`src/rtl/irqp_pkg.sv`:
```
package irqp_pkg;
  localparam int DW    = 8;
  localparam int NIN   = 8;
  localparam int IW    = $clog2(NIN);
  localparam int ADDRW = 2;

  typedef struct packed {
    logic          hit;
    logic [IW-1:0] idx;
  } pick_t;

  function automatic pick_t pick_lowest(input logic [NIN-1:0] v);
    pick_t p;
    p.hit = 1'b0;
    p.idx = '0;
    for (int i = NIN - 1; i >= 0; i--) begin
      if (v[i]) begin
        p.hit = 1'b1;
        p.idx = IW'(i);
      end
    end
    return p;
  endfunction

  function automatic logic [DW-1:0] make_vector(input logic [DW-1:0] base,
                                                input logic [IW-1:0] idx);
    return base + DW'(idx);
  endfunction

  function automatic logic [NIN-1:0] one_hot(input logic [IW-1:0] idx);
    return NIN'(1) << idx;
  endfunction
endpackage

```
`src/rtl/irq_unit.sv`:
```
module irq_unit
  import irqp_pkg::*;
#(
  parameter bit HAS_CASC = 1'b0
) (
  input  logic           clk,
  input  logic           rst_n,
  input  logic           wr_lo,
  input  logic           wr_hi,
  input  logic [DW-1:0]  wdata,
  input  logic [NIN-1:0] req_in,
  input  logic           casc_req,
  input  logic [NIN-1:0] clr,
  input  logic [NIN-1:0] inflight,
  output logic [DW-1:0]  rd_lo,
  output logic [DW-1:0]  rd_hi,
  output logic           pend_any,
  output logic [IW-1:0]  win_idx,
  output logic [DW-1:0]  base_o,
  output logic [NIN-1:0] mask_o,
  output logic [NIN-1:0] latch_o
);
  localparam logic [1:0] SEL_LATCH = 2'b11;
  localparam logic [1:0] SEL_FLIGHT = 2'b10;
  localparam logic [1:0] CNT_LAST = 2'd3;

  logic [1:0]     cfg_cnt;
  logic [1:0]     stat_sel;
  logic [DW-1:0]  base_q;
  logic [NIN-1:0] mask_q;
  logic [NIN-1:0] latch_q;
  logic           cfg_active;
  logic           is_start;
  logic           is_select;
  logic [NIN-1:0] casc_vec;
  logic [NIN-1:0] pending;
  pick_t          pick;

  assign cfg_active = (cfg_cnt != 2'd0);
  assign is_start   = wdata[4];
  assign is_select  = !wdata[4] && wdata[3];

  generate
    if (HAS_CASC) begin : g_casc
      assign casc_vec = {casc_req, {(NIN-1){1'b0}}};
    end else begin : g_nocasc
      assign casc_vec = {NIN{casc_req & 1'b0}};
    end
  endgenerate

  assign pending  = (latch_q | casc_vec) & ~mask_q;
  assign pick     = pick_lowest(pending);
  assign pend_any = pick.hit;
  assign win_idx  = pick.idx;

  always_ff @(posedge clk) begin
    if (!rst_n) begin
      cfg_cnt  <= 2'd0;
      stat_sel <= 2'b00;
      base_q   <= '0;
      mask_q   <= '1;
      latch_q  <= '0;
    end else begin
      latch_q <= (latch_q & ~clr) | req_in;
      if (wr_lo) begin
        if (is_start)       cfg_cnt  <= 2'd1;
        else if (is_select) stat_sel <= wdata[1:0];
      end
      if (wr_hi) begin
        if (!cfg_active) begin
          mask_q <= wdata;
        end else begin
          if (cfg_cnt == 2'd1) base_q <= wdata;
          cfg_cnt <= (cfg_cnt == CNT_LAST) ? 2'd0 : cfg_cnt + 2'd1;
        end
      end
    end
  end

  always_comb begin
    unique case (stat_sel)
      SEL_LATCH:  rd_lo = latch_q;
      SEL_FLIGHT: rd_lo = inflight;
      default:    rd_lo = '1;
    endcase
  end

  assign rd_hi   = mask_q;
  assign base_o  = base_q;
  assign mask_o  = mask_q;
  assign latch_o = latch_q;
endmodule

```
`src/rtl/vec_issue.sv`:
```
module vec_issue
  import irqp_pkg::*;
(
  input  logic           clk,
  input  logic           rst_n,
  input  logic           m_any,
  input  logic [IW-1:0]  m_idx,
  input  logic [DW-1:0]  m_base,
  input  logic [IW-1:0]  s_idx,
  input  logic [DW-1:0]  s_base,
  input  logic           vec_ready,
  output logic           vec_valid,
  output logic [DW-1:0]  vec_data,
  output logic           take,
  output logic [NIN-1:0] clr_m,
  output logic [NIN-1:0] clr_s,
  output logic [NIN-1:0] irr_m,
  output logic [NIN-1:0] irr_s
);
  localparam logic [IW-1:0] CASC_IDX = IW'(NIN - 1);

  logic          to_slave;
  logic          accept;
  logic [DW-1:0] next_vec;

  assign take     = !vec_valid && m_any;
  assign accept   = vec_valid && vec_ready;
  assign to_slave = (m_idx == CASC_IDX);
  assign next_vec = to_slave ? make_vector(s_base, s_idx) : make_vector(m_base, m_idx);
  assign clr_m    = (take && !to_slave) ? one_hot(m_idx) : '0;
  assign clr_s    = (take && to_slave)  ? one_hot(s_idx) : '0;

  always_ff @(posedge clk) begin
    if (!rst_n) begin
      vec_valid <= 1'b0;
      vec_data  <= '0;
      irr_m     <= '0;
      irr_s     <= '0;
    end else if (accept) begin
      vec_valid <= 1'b0;
      irr_m     <= '0;
      irr_s     <= '0;
    end else if (take) begin
      vec_valid <= 1'b1;
      vec_data  <= next_vec;
      irr_m     <= one_hot(m_idx);
      irr_s     <= to_slave ? one_hot(s_idx) : '0;
    end
  end
endmodule

```
`src/rtl/irq_pair_ctrl.sv`:
```
module irq_pair_ctrl
  import irqp_pkg::*;
(
  input  logic             clk,
  input  logic             rst_n,
  input  logic             bus_wr,
  input  logic [ADDRW-1:0] bus_addr,
  input  logic [DW-1:0]    bus_wdata,
  output logic [DW-1:0]    bus_rdata,
  input  logic [NIN-2:0]   irq_m,
  input  logic [NIN-1:0]   irq_s,
  input  logic             vec_ready,
  output logic             vec_valid,
  output logic [DW-1:0]    vec_data
);
  logic [NIN-1:0] req_m_full;
  logic [DW-1:0]  m_rd_lo, m_rd_hi, s_rd_lo, s_rd_hi;
  logic           m_any, s_any;
  logic [IW-1:0]  m_idx, s_idx;
  logic [DW-1:0]  m_base, s_base;
  logic [NIN-1:0] m_mask, s_mask, m_latch, s_latch;
  logic [NIN-1:0] clr_m, clr_s, irr_m, irr_s;
  logic           take;
  logic           m_wr_lo, m_wr_hi, s_wr_lo, s_wr_hi;

  assign req_m_full = {1'b0, irq_m};
  assign m_wr_lo = bus_wr && !bus_addr[1] && !bus_addr[0];
  assign m_wr_hi = bus_wr && !bus_addr[1] &&  bus_addr[0];
  assign s_wr_lo = bus_wr &&  bus_addr[1] && !bus_addr[0];
  assign s_wr_hi = bus_wr &&  bus_addr[1] &&  bus_addr[0];

  irq_unit #(.HAS_CASC(1'b1)) u_master (
    .clk(clk), .rst_n(rst_n), .wr_lo(m_wr_lo), .wr_hi(m_wr_hi), .wdata(bus_wdata),
    .req_in(req_m_full), .casc_req(s_any), .clr(clr_m), .inflight(irr_m),
    .rd_lo(m_rd_lo), .rd_hi(m_rd_hi), .pend_any(m_any), .win_idx(m_idx),
    .base_o(m_base), .mask_o(m_mask), .latch_o(m_latch)
  );

  irq_unit #(.HAS_CASC(1'b0)) u_slave (
    .clk(clk), .rst_n(rst_n), .wr_lo(s_wr_lo), .wr_hi(s_wr_hi), .wdata(bus_wdata),
    .req_in(irq_s), .casc_req(1'b0), .clr(clr_s), .inflight(irr_s),
    .rd_lo(s_rd_lo), .rd_hi(s_rd_hi), .pend_any(s_any), .win_idx(s_idx),
    .base_o(s_base), .mask_o(s_mask), .latch_o(s_latch)
  );

  vec_issue u_issue (
    .clk(clk), .rst_n(rst_n), .m_any(m_any), .m_idx(m_idx), .m_base(m_base),
    .s_idx(s_idx), .s_base(s_base), .vec_ready(vec_ready), .vec_valid(vec_valid),
    .vec_data(vec_data), .take(take), .clr_m(clr_m), .clr_s(clr_s),
    .irr_m(irr_m), .irr_s(irr_s)
  );

  always_comb begin
    unique case (bus_addr)
      2'd0:    bus_rdata = m_rd_lo;
      2'd1:    bus_rdata = m_rd_hi;
      2'd2:    bus_rdata = s_rd_lo;
      default: bus_rdata = s_rd_hi;
    endcase
  end
endmodule

```
`config.mk`:
```
export PLATFORM = sky130hd
export DESIGN_NAME = irq_pair_ctrl
export DESIGN_NICKNAME = d
export VERILOG_FILES = /design/src/rtl/irqp_pkg.sv /design/src/rtl/irq_unit.sv /design/src/rtl/vec_issue.sv /design/src/rtl/irq_pair_ctrl.sv
export SDC_FILE = /design/constraint.sdc
export NUM_CORES = 1
export LEC_CHECK = 0
export BUFFER_PORTS_ARGS = -buffer_cell sky130_fd_sc_hd__buf_2
export CAP_MARGIN = 25
export CORE_ASPECT_RATIO = 1.5
export CORE_MARGIN = 2
export CORE_UTILIZATION = 50
export CTS_CLUSTER_DIAMETER = 120
export DETAILED_ROUTE_END_ITERATION = 10
export PLACE_DENSITY = 0.73
export SLEW_MARGIN = 20
export SYNTH_ARGS = -nofsm -noshare
export SYNTH_HDL_FRONTEND = slang
export SYNTH_SLANG_ARGS = --single-unit
```
`constraint.sdc`:
```
create_clock -name clk -period 2.9 [get_ports clk]
set_clock_uncertainty 0.1 [all_clocks]
set_input_delay 0.145 -clock clk [delete_from_list [all_inputs] [get_ports clk]]
set_output_delay 0.145 -clock clk [all_outputs]
set_load 0.01 [all_outputs]
```
After elaboration in Yosys (flattened, before gate mapping)
Index checks and enable logic that the tools add are counted.
Operators by class
  muxes and demuxes: 33
  shifts and indexed selects: 2
  bitwise operators: 16
  equal/unequal tests: 11
  reductions and logical operators: 27
  add/subtract/negate cells: 4
Operator list (count)
  2-to-1 mux 4 bit: 16
  AND 8 bit: 4
  2-to-1 mux 8 bit: 4
  NOT 8 bit: 4
  one-hot mux 8 bit (2 select lines): 2
  one-hot mux 8 bit (3 select lines): 1
  2-to-1 mux 2 bit: 10
  adder 8 x 3 -> 8 bit: 2
  bitwise OR 8 bit: 2
  left shift 1 x 3 -> 8 bit (first input constant): 2
  == test 2 bit (second input constant): 7
  AND reduction 3 bit: 4
  logical AND 1 bit: 11
  bitwise OR 8 x 7 -> 8 bit: 1
  == test 2 x 1 -> 1 bit (second input constant): 3
  AND reduction 2 bit: 3
  zero test 1 bit: 5
  NOT 1 bit: 5
  adder 2 x 1 -> 2 bit (second input constant): 2
  nonzero test 2 bit: 2
  == test 3 bit (second input constant): 1
  zero test 2 bit: 1
  OR reduction 2 bit: 1
Storage, ports and cells
  register bits after elaboration: 81

Depth between registers and ports, before layout
Gate-level depths: netlist (run 1).
  depth after elaboration: 27
  mapped depth: 14
  depth with buffers taken out: 13

Hierarchy
A second synthesis (run 1) with hierarchy kept.
Unflattened totals
  cells, all modules: 508
  area, all modules: 4526.8 µm²
Modules (own cells, without submodules)
  irq_unit at u_slave: cells an instance 160, sequential area each 560.5 µm², area an instance 1437.6 µm², instances 1
  vec_issue: cells an instance 173, sequential area each 500.5 µm², area an instance 1423.9 µm², instances 1
  irq_unit at u_master: cells an instance 160, sequential area each 560.5 µm², area an instance 1422.6 µm², instances 1
  irq_pair_ctrl: cells an instance 15, sequential area each 0.0 µm², area an instance 242.7 µm², instances 1

Worst setup path after synthesis (run 1)
OpenSTA, ideal clock, no wires.
  path kind: register to register
  from: reg u_slave.mask_q[7] (netlist: u_slave.mask_o[7])
  to: reg u_issue.vec_data[6]
  slack: 0.082 ns
  stages on the path, launching flop included: 14
  arrival time: 2.654 ns
  period minus slack after synthesis: 2.818 ns
  library setup time: 0.063 ns
  path through: dfxtp_1 nand2b_1 o21ai_0 a311oi_2 a21oi_1 ha_1 inv_1 fa_1 nor2b_1 o2111ai_1 xnor2_1 nand2_1 or4_1 nand3_1
Between the ends
  longest elaborated chain between the ends: 22
  elaborated cells between the ends (all ways): 26
  those cells by class: 2 x add/sub; 1 x eq/ne; 17 x mux; 4 x bitwise; 2 x reduce/logical
RTL lines
  start, declared: line irq_unit.sv:30  | logic [NIN-1:0] mask_q;
  start signal, assigned: line irq_unit.sv:71  | mask_q <= wdata;
  NOT 8 bit *: line irq_unit.sv:51  | assign pending = (latch_q | casc_vec) & ~mask_q;
  AND 8 bit *: line irq_unit.sv:51
  2-to-1 mux 4 bit * (8 in series): line irqp_pkg.sv:17  | if (v[i]) begin
  bitwise OR 8 bit: line irq_unit.sv:51
  AND 8 bit: line irq_unit.sv:51
  2-to-1 mux 4 bit (8 in series): line irqp_pkg.sv:17
  adder 8 x 3 -> 8 bit (tied with other cells): line irqp_pkg.sv:27  | return base + DW'(idx);
  2-to-1 mux 8 bit / AND reduction 2 bit (equally long branches)
  end signal, assigned: line vec_issue.sv:45  | vec_data <= next_vec;
  end, declared: line vec_issue.sv:13  | output logic [DW-1:0] vec_data,
Mark *: on every way between the ends. The rest lies on a longest branch, timed or not.
A chain may end at the register's enable or synchronous reset.

Final worst setup path (run 1)
  from: reg u_slave.latch_q[6] (netlist: u_slave.latch_o[6])
  to: reg u_issue.vec_data[6]
Between the ends
  longest elaborated chain between the ends: 20
  elaborated cells between the ends (all ways): 24
  those cells by class: 2 x add/sub; 1 x eq/ne; 16 x mux; 3 x bitwise; 2 x reduce/logical
RTL lines
  start, declared: line irq_unit.sv:31  | logic [NIN-1:0] latch_q;
  start signal, assigned: line irq_unit.sv:64  | latch_q <= (latch_q & ~clr) | req_in;
  AND 8 bit *: line irq_unit.sv:51
  2-to-1 mux 4 bit * (7 in series): line irqp_pkg.sv:17
  bitwise OR 8 bit: line irq_unit.sv:51
  AND 8 bit: line irq_unit.sv:51
  2-to-1 mux 4 bit (8 in series): line irqp_pkg.sv:17
  adder 8 x 3 -> 8 bit (tied with other cells): line irqp_pkg.sv:27
  2-to-1 mux 8 bit / AND reduction 2 bit (equally long branches)
Marked as above.

==> results of run 1 <==
-- kinds of logic after synthesis --
family | count (synthesis) | synth area share [%]
adders and majority gates | 14 | 4.33
DFF | 81 | 37.0
and+or+nand+nor | 217 | 24.0
muxes | 36 | 10.5
AOI/OAI and AO/OA | 109 | 16.9
xor gates and xnor gates | 11 | 2.20
buffers and inverters | 54 | 5.13
-- layout make-up --
class | instances | area share [%]
tap | 107 | 2.52
inverter | 25 | 1.77
clock buffer | 11 | 4.58
multi-input combinational | 387 | 50.0
timing repair buffer | 81 | 9.91
clock inverter | 4 | 0.543
sequential | 81 | 30.7
-- stage by stage --
| step | setup slack [ns] | hold WS (ns) | area [µm²] | setup TNS, ns |
|---|---|---|---|---|
| 6_report | 0.0602 | 0.00769 | 5300 | 0 |
| 3_5_place_dp | -0.155 | 0.249 | 4750 | -0.345 |
| 2_1_floorplan | 0.0823 | 0.154 | 4390 | 0 |
| 3_3_place_gp | -0.0581 | 0.246 | 4750 | -0.0767 |
| 4_1_cts | 0.0265 | 0.000369 | 5160 | 0 |
| 5_1_grt | -0.0621 | 0.0226 | 5300 | -0.0859 |
-- cell usage after synthesis (9+ instances only) --
master / count / area share [%]
dfxtp_1: 81 / 37
nand2_1: 77 / 6.6
nand3_1: 39 / 4.4
nor2_1: 39 / 3.3
a21oi_1: 36 / 4.1
mux2i_1: 28 / 6.4
o21ai_0: 25 / 2.9
inv_1: 24 / 2.1
clkbuf_1: 18 / 1.5
nand2b_1: 13 / 1.9
nor2b_1: 13 / 1.9
ha_1: 12 / 3.4
nand4_1: 9 / 1.3
-- worst reg2reg max path: cells and delay by family, from the launching register on --
kind	cells	cell delay (ns)
xor gates and xnor gates	1	0.17
adders and majority gates	2	0.59
and+or+nand+nor	5	0.86
buffers and inverters	1	0.06
DFF	1	0.34
AOI/OAI and AO/OA	4	0.66
-- routing by layer --
metal / vias to the layer above / GRT usage [%]
li1: 1977 / -
met1: 1942 / 33.4
met2: 176 / 42.5
met3: 49 / 4.27
met4: 0 / 17.4
met5: - / 0
-- registers in the layout (all words and copies together) (netlist names), 2 cells and up, named ones only --
name	cells
u_master.stat_sel	2
u_slave.stat_sel	2
u_master.base_o	8
u_slave.mask_o	8
u_issue.irr_s	8
u_slave.base_o	8
u_issue.irr_m	8
u_issue.vec_data	8
u_master.mask_o	8
u_slave.latch_o	8
u_master.latch_o	8
-- power groups by stage --
stage	Sequential (µW)	Clock, µW	Combinational, µW
6_report	1200	1060	390
2_1_floorplan	1210	0	237
5_1_grt	1210	1100	422
4_1_cts	1200	1070	367
3_3_place_gp	1220	0	344
3_5_place_dp	1220	0	350
-- worst paths after layout --
check                                           to  slack [ns]  cells past startpoint
hold / removal       u_slave.latch_o[2]$_SDFF_PN0_       0.008                      3
setup / recovery  u_issue.vec_data[6]$_SDFFE_PN0P_        0.06                     13
hold reg to reg      u_issue.irr_s[3]$_SDFFE_PP0N_        0.36                      2
setup reg to reg  u_issue.vec_data[6]$_SDFFE_PN0P_        0.06                     13
-- timing repair --
action	in CTS	in global routing
buffers inserted	0	6
endpoints found under the setup margin	4	5
hold buffers	12	0
cloned	0	0
hold endpoints to repair	12	0
resized for setup	6	32
pin swaps	0	12
==> impl_results.md, run 1 <==
- Status: completed
- Initial Util: about half
- Worst Path Arrival: between 3 and 4 ns
- Die area: roughly 0.0096 mm²
- Final nets: roughly 630
- Slowest-stage cell, CP: or4_1
- Chip width: a little over 80 µm
- Crit path buf inv count: 1
- Initial antenna violation count: 0
- Internal: around 1900 µW
- Antenna Diode Count: 0
- Worst IR drop on VDD: between 300 and 400 µV
- ANT nets after route: 0
- Commonest non-fill, non-tap cell in the layout: nand2_1
- First-pass GRT wire length: a little under 20 mm
- Highest Signal Layer: met4
- CTS tree: built
- CP Data Required Time: about 3.1 ns
- Commonest cells after routing, fill and taps aside: nand2_1, dfxtp_1, buf_2
- Area Overhead vs Synth: 20.9%
- Leakage power: ~0.0022 µW
- Fin crit share: 97.9%
- I/O pins: 46
- Final RePlAce weighted congestion: just over 0.9
- Die H: between 100 and 150 µm
- FF/Latch Area: around 0.0016 mm²
- Sequential fraction of the synthesis area: 37.0%
- Sw Pwr: approximately 740 µW
- Synthesized net count: 565
- EDFF count, synth: 0
- Critical path peak fanout: 4
- Slew Limit Fails: 0
- Worst-path cell chain: nor2b_2 > o21ai_2 > a311oi_2 > a21oi_2 > ha_2 > inv_1 > fa_2 > nor2b_4 > o2111ai_2 > xnor2_1 > nand2_1 > or4_1 > nand3_1
- Fmax: approximately 350 MHz
- Core area: 0.00846 mm²
- Number of synthesized register bits: just over 80
- Pwr Total: between 2000 and 3000 µW
- Synth Instances: ~520
- Post-synth cell types: 50
- Row cnt: just over 40
- Total GRT Usage: 26.9%
- Largest net degree at the start of global routing: 47
- H-tree Lvls: 3
- HPWL Detailed: 8.75 mm
- Comb power frac: 14.7%
- Setup violations, final: 0
- Multi-input gate area: about 0.0027 mm²
- Clk buf depth: 2
- Final min period: ~2.8 ns
- Non-filler cells, final: approximately 700
- Vias in the first global route: between 3,000 and 4,000
- Worst Hold Launch: irq_s[2]
- Worst r2r src: u_slave.latch_o[6]$_SDFF_PN0_
- CP delay by family, top: simple AND/OR/NAND/NOR gates
- Worst Setup SP: u_slave.latch_o[6]$_SDFF_PN0_
- Mapped Area: between 0.004 and 0.005 mm²
- Largest stage delay on the critical path: 0.40 ns
- Root buffer cell: clkbuf_16
- DR pass1 iterations: 5
- GR Overflow Total: 0
- CTS buffer count: 9
- Yosys warning total: 0
- Max cap viols: 0
- Setup CP Type: reg -> reg
- Fill count: around 730
- Port buffer count: between 40 and 50
- Least-Margin Pin Slew: roughly 0.80 ns
- Fraction of layout cells with a size suffix above 1: approximately 22%
- Vias per inst: about 6.0
- DR vias: between 4,000 and 5,000
- Routed wl met3: 721 µm
- Clock Latency Late Sink: approximately 0.34 ns
- Worst hold path class: in -> reg
- Wire per inst: 17.9 µm
- Initial DRC Count: around 290
- Ys async rst share: 0%
- Part of the power in registers: a little under half
- Switch share: between 20 and 30%
- Utilization after layout: about 63%
- Clk slew on worst S/H paths: approximately 0.06 ns
- CP endpoint kind: flop
- Clk pwr share: 39.8%
- Met1 WL: 4.85 mm
- Pwr dens: ~500 mW/mm²
- RSZ-0062 raised after global routing: yes
- Residual DRC count: 0
- Routed wire length: around 12 mm
- Prevailing post-synth register cell: dfxtp_1
- Sinks on Clock Net: between 80 and 90
- Syn Area/Cell: between 8 and 9 µm²
- Crit start category: flop
- Worst slew margin: ~46%
- Met2 Wirelength: 6.16 mm
- Placed cells: between 600 and 700
- Final Hold Viols: 0
Note: power is estimated with default switching activity, not from simulation.
==> run 2, diff against run 1 <==
CAP_MARGIN = unset   (was 25)
PLACE_DENSITY = 0.7   (was 0.73)
clock period = 3.6 ns   (was 2.9 ns; I/O delays follow)
==> impl_results.md, run 2 (synthesis results as in run 1) <==
- RSZ-0062 raised after global routing: no
- I/O pins: 46
- First-pass GRT wire length: 19.4 mm
- Worst Hold Launch: irq_m[1]
- H-tree Lvls: 3
- Vias in the first global route: roughly 3,700
- Final nets: slightly above 600
- Antenna Diode Count: 0
- Vias per inst: between 5 and 6
- Commonest non-fill, non-tap cell in the layout: dfxtp_1
- Clock Latency Late Sink: 0.35 ns
- Worst slew margin: between 40% and 50%
- Comb power frac: a little over an eighth
- Routed wire length: 12.2 mm
- Clk buf depth: 2
- Die H: 119 µm
- Fraction of layout cells with a size suffix above 1: ~15%
- Pwr Total: around 2100 µW
- Core area: 0.00846 mm²
- CTS tree: built
- Internal: 1540 µW
- Setup violations, final: 0
- Setup CP Type: reg -> reg
- CP Data Required Time: ~3.8 ns
- Initial antenna violation count: 0
- Max cap viols: 0
- Pwr dens: about 420 mW/mm²
- Worst hold path class: in -> reg
- Crit start category: flop
- Status: completed
- Commonest cells after routing, fill and taps aside: dfxtp_1, nand2_1, buf_2
- Port buffer count: between 40 and 50
- Clk slew on worst S/H paths: 0.06 ns
- Final RePlAce weighted congestion: 0.939
- Initial Util: 51.8%
- Leakage power: ~0.0021 µW
- Hold EP: u_master.latch_o[1]$_SDFF_PN0_
- Fmax: just over 300 MHz
- CTS buffer count: 9
- Area Overhead vs Synth: 15.1%
- Reg2Reg Depth: 13
- Clk pwr share: 41.7%
- Chip width: between 80 and 90 µm
- Total GRT Usage: approximately 27%
- Fin crit share: 90.3%
- Residual DRC count: 0
- Initial DRC Count: 216
- GR Overflow Total: 0
- Least-Margin Pin Slew: 0.851 ns
- Slew Limit Fails: 0
- Largest net degree at the start of global routing: 31
- Sw Pwr: between 500 and 600 µW
- Final Hold Viols: 0
- Reg-to-reg endpoint: u_issue.vec_data[6]$_SDFFE_PN0P_
- Sinks on Clock Net: about 80
- Critical path peak fanout: 6
- CP endpoint kind: flop
- Final setup TNS: 0 ns
- Final min period: approximately 3.3 ns
- DR vias: 3,965
- Hold path cells: 3
- ANT nets after route: 0
- Row cnt: roughly 40
- DR pass1 iterations: 4
- Die area: about 0.0096 mm²
- Worst r2r src: u_slave.mask_o[7]$_SDFFE_PN1P_
- Worst R2R Setup Slack: 0.35 ns
- Wire per inst: 18.0 µm
- Part of the power in registers: between 40% and 50%
- Switch share: between 20% and 30%
- Worst IR drop on VDD: between 200 and 300 µV
- HPWL Detailed: ~9 mm
- Worst Path Arrival: 3.44 ns
- Root buffer cell: clkbuf_16
run 2: critical path: stages (launching register included):
cell and delay, ns:
dfxtp_1 0.34, nand2b_1 0.20, o21ai_0 0.28, a311oi_2 0.22, a21oi_1 0.29, ha_1 0.23
inv_1 0.06, fa_1 0.38, nor2b_1 0.22, o2111ai_1 0.16, xnor2_1 0.18, nand2_1 0.06
or4_1 0.40, nand3_1 0.07
run 2: area by class of cell:
type                            count  area, µm²
Clock inverter                      5       38.8
Inverter                           25       93.8
Multi-Input combinational cell    387       2540
Sequential cell                    81       1620
Tap cell                          107        134
Timing Repair Buffer               61        370
Fill cell                         748       3410
Clock buffer                       11        253
run 2: how the worst max path moves through the flow:
stage | startpoint | to | slack [ns] | cells after the start
after detailed placement | u_slave.mask_o[7]$_SDFFE_PN1P_ | u_issue.vec_data[6]$_SDFFE_PN0P_ | 0.46 | 13
after CTS | u_slave.mask_o[7]$_SDFFE_PN1P_ | u_issue.vec_data[6]$_SDFFE_PN0P_ | 0.35 | 13
after global routing | u_slave.mask_o[7]$_SDFFE_PN1P_ | u_issue.vec_data[6]$_SDFFE_PN0P_ | 0.06 | 13
final | u_slave.mask_o[7]$_SDFFE_PN1P_ | u_issue.vec_data[6]$_SDFFE_PN0P_ | 0.35 | 13
after floorplan | u_slave.mask_o[7]$_SDFFE_PN1P_ | u_issue.vec_data[6]$_SDFFE_PN0P_ | 0.78 | 13
after global placement | u_slave.mask_o[7]$_SDFFE_PN1P_ | u_issue.vec_data[6]$_SDFFE_PN0P_ | 0.54 | 13
run 2: timing repair:
| item | CTS | global route |
|---|---|---|
| hold buffers | 10 | 0 |
| gates resized for setup | 0 | 0 |
| buffers inserted | 0 | 0 |
| hold endpoints to repair | 10 | 0 |
run 2: layer usage:
layer / routed length (µm) / vias to the layer above / GRT usage, %
li1: - / 1931 / -
met1: 5090 / 1893 / 34.6
met2: 6160 / 117 / 44.0
met3: 505 / 24 / 4.58
met4: 421 / 0 / 11.7
met5: 0 / - / 0
run 2: power by group through the flow:
stage | logic (µW) | clock network, µW | registers (µW)
2_1_floorplan | 191 | 0 | 973
5_1_grt | 308 | 940 | 973
4_1_cts | 278 | 899 | 968
6_report | 279 | 893 | 969
3_3_place_gp | 262 | 0 | 986
3_5_place_dp | 267 | 0 | 988
run 2: through the flow:
| step | cells | area, µm² | utilization (%) | setup WS, ns | hold slack (ns) |
|---|---|---|---|---|---|
| finish | 677 | 5050 | 59.7 | 0.349 | 0.0100 |
| global route | 677 | 5050 | 59.7 | 0.0604 | 0.0210 |
| CTS | 677 | 5050 | 59.7 | 0.352 | 0.00605 |
| detailed placement | 651 | 4660 | 55.1 | 0.456 | 0.295 |
| global placement | 651 | 4660 | 55.1 | 0.536 | 0.283 |
| floorplan | 522 | 4390 | - | 0.782 | 0.189 |
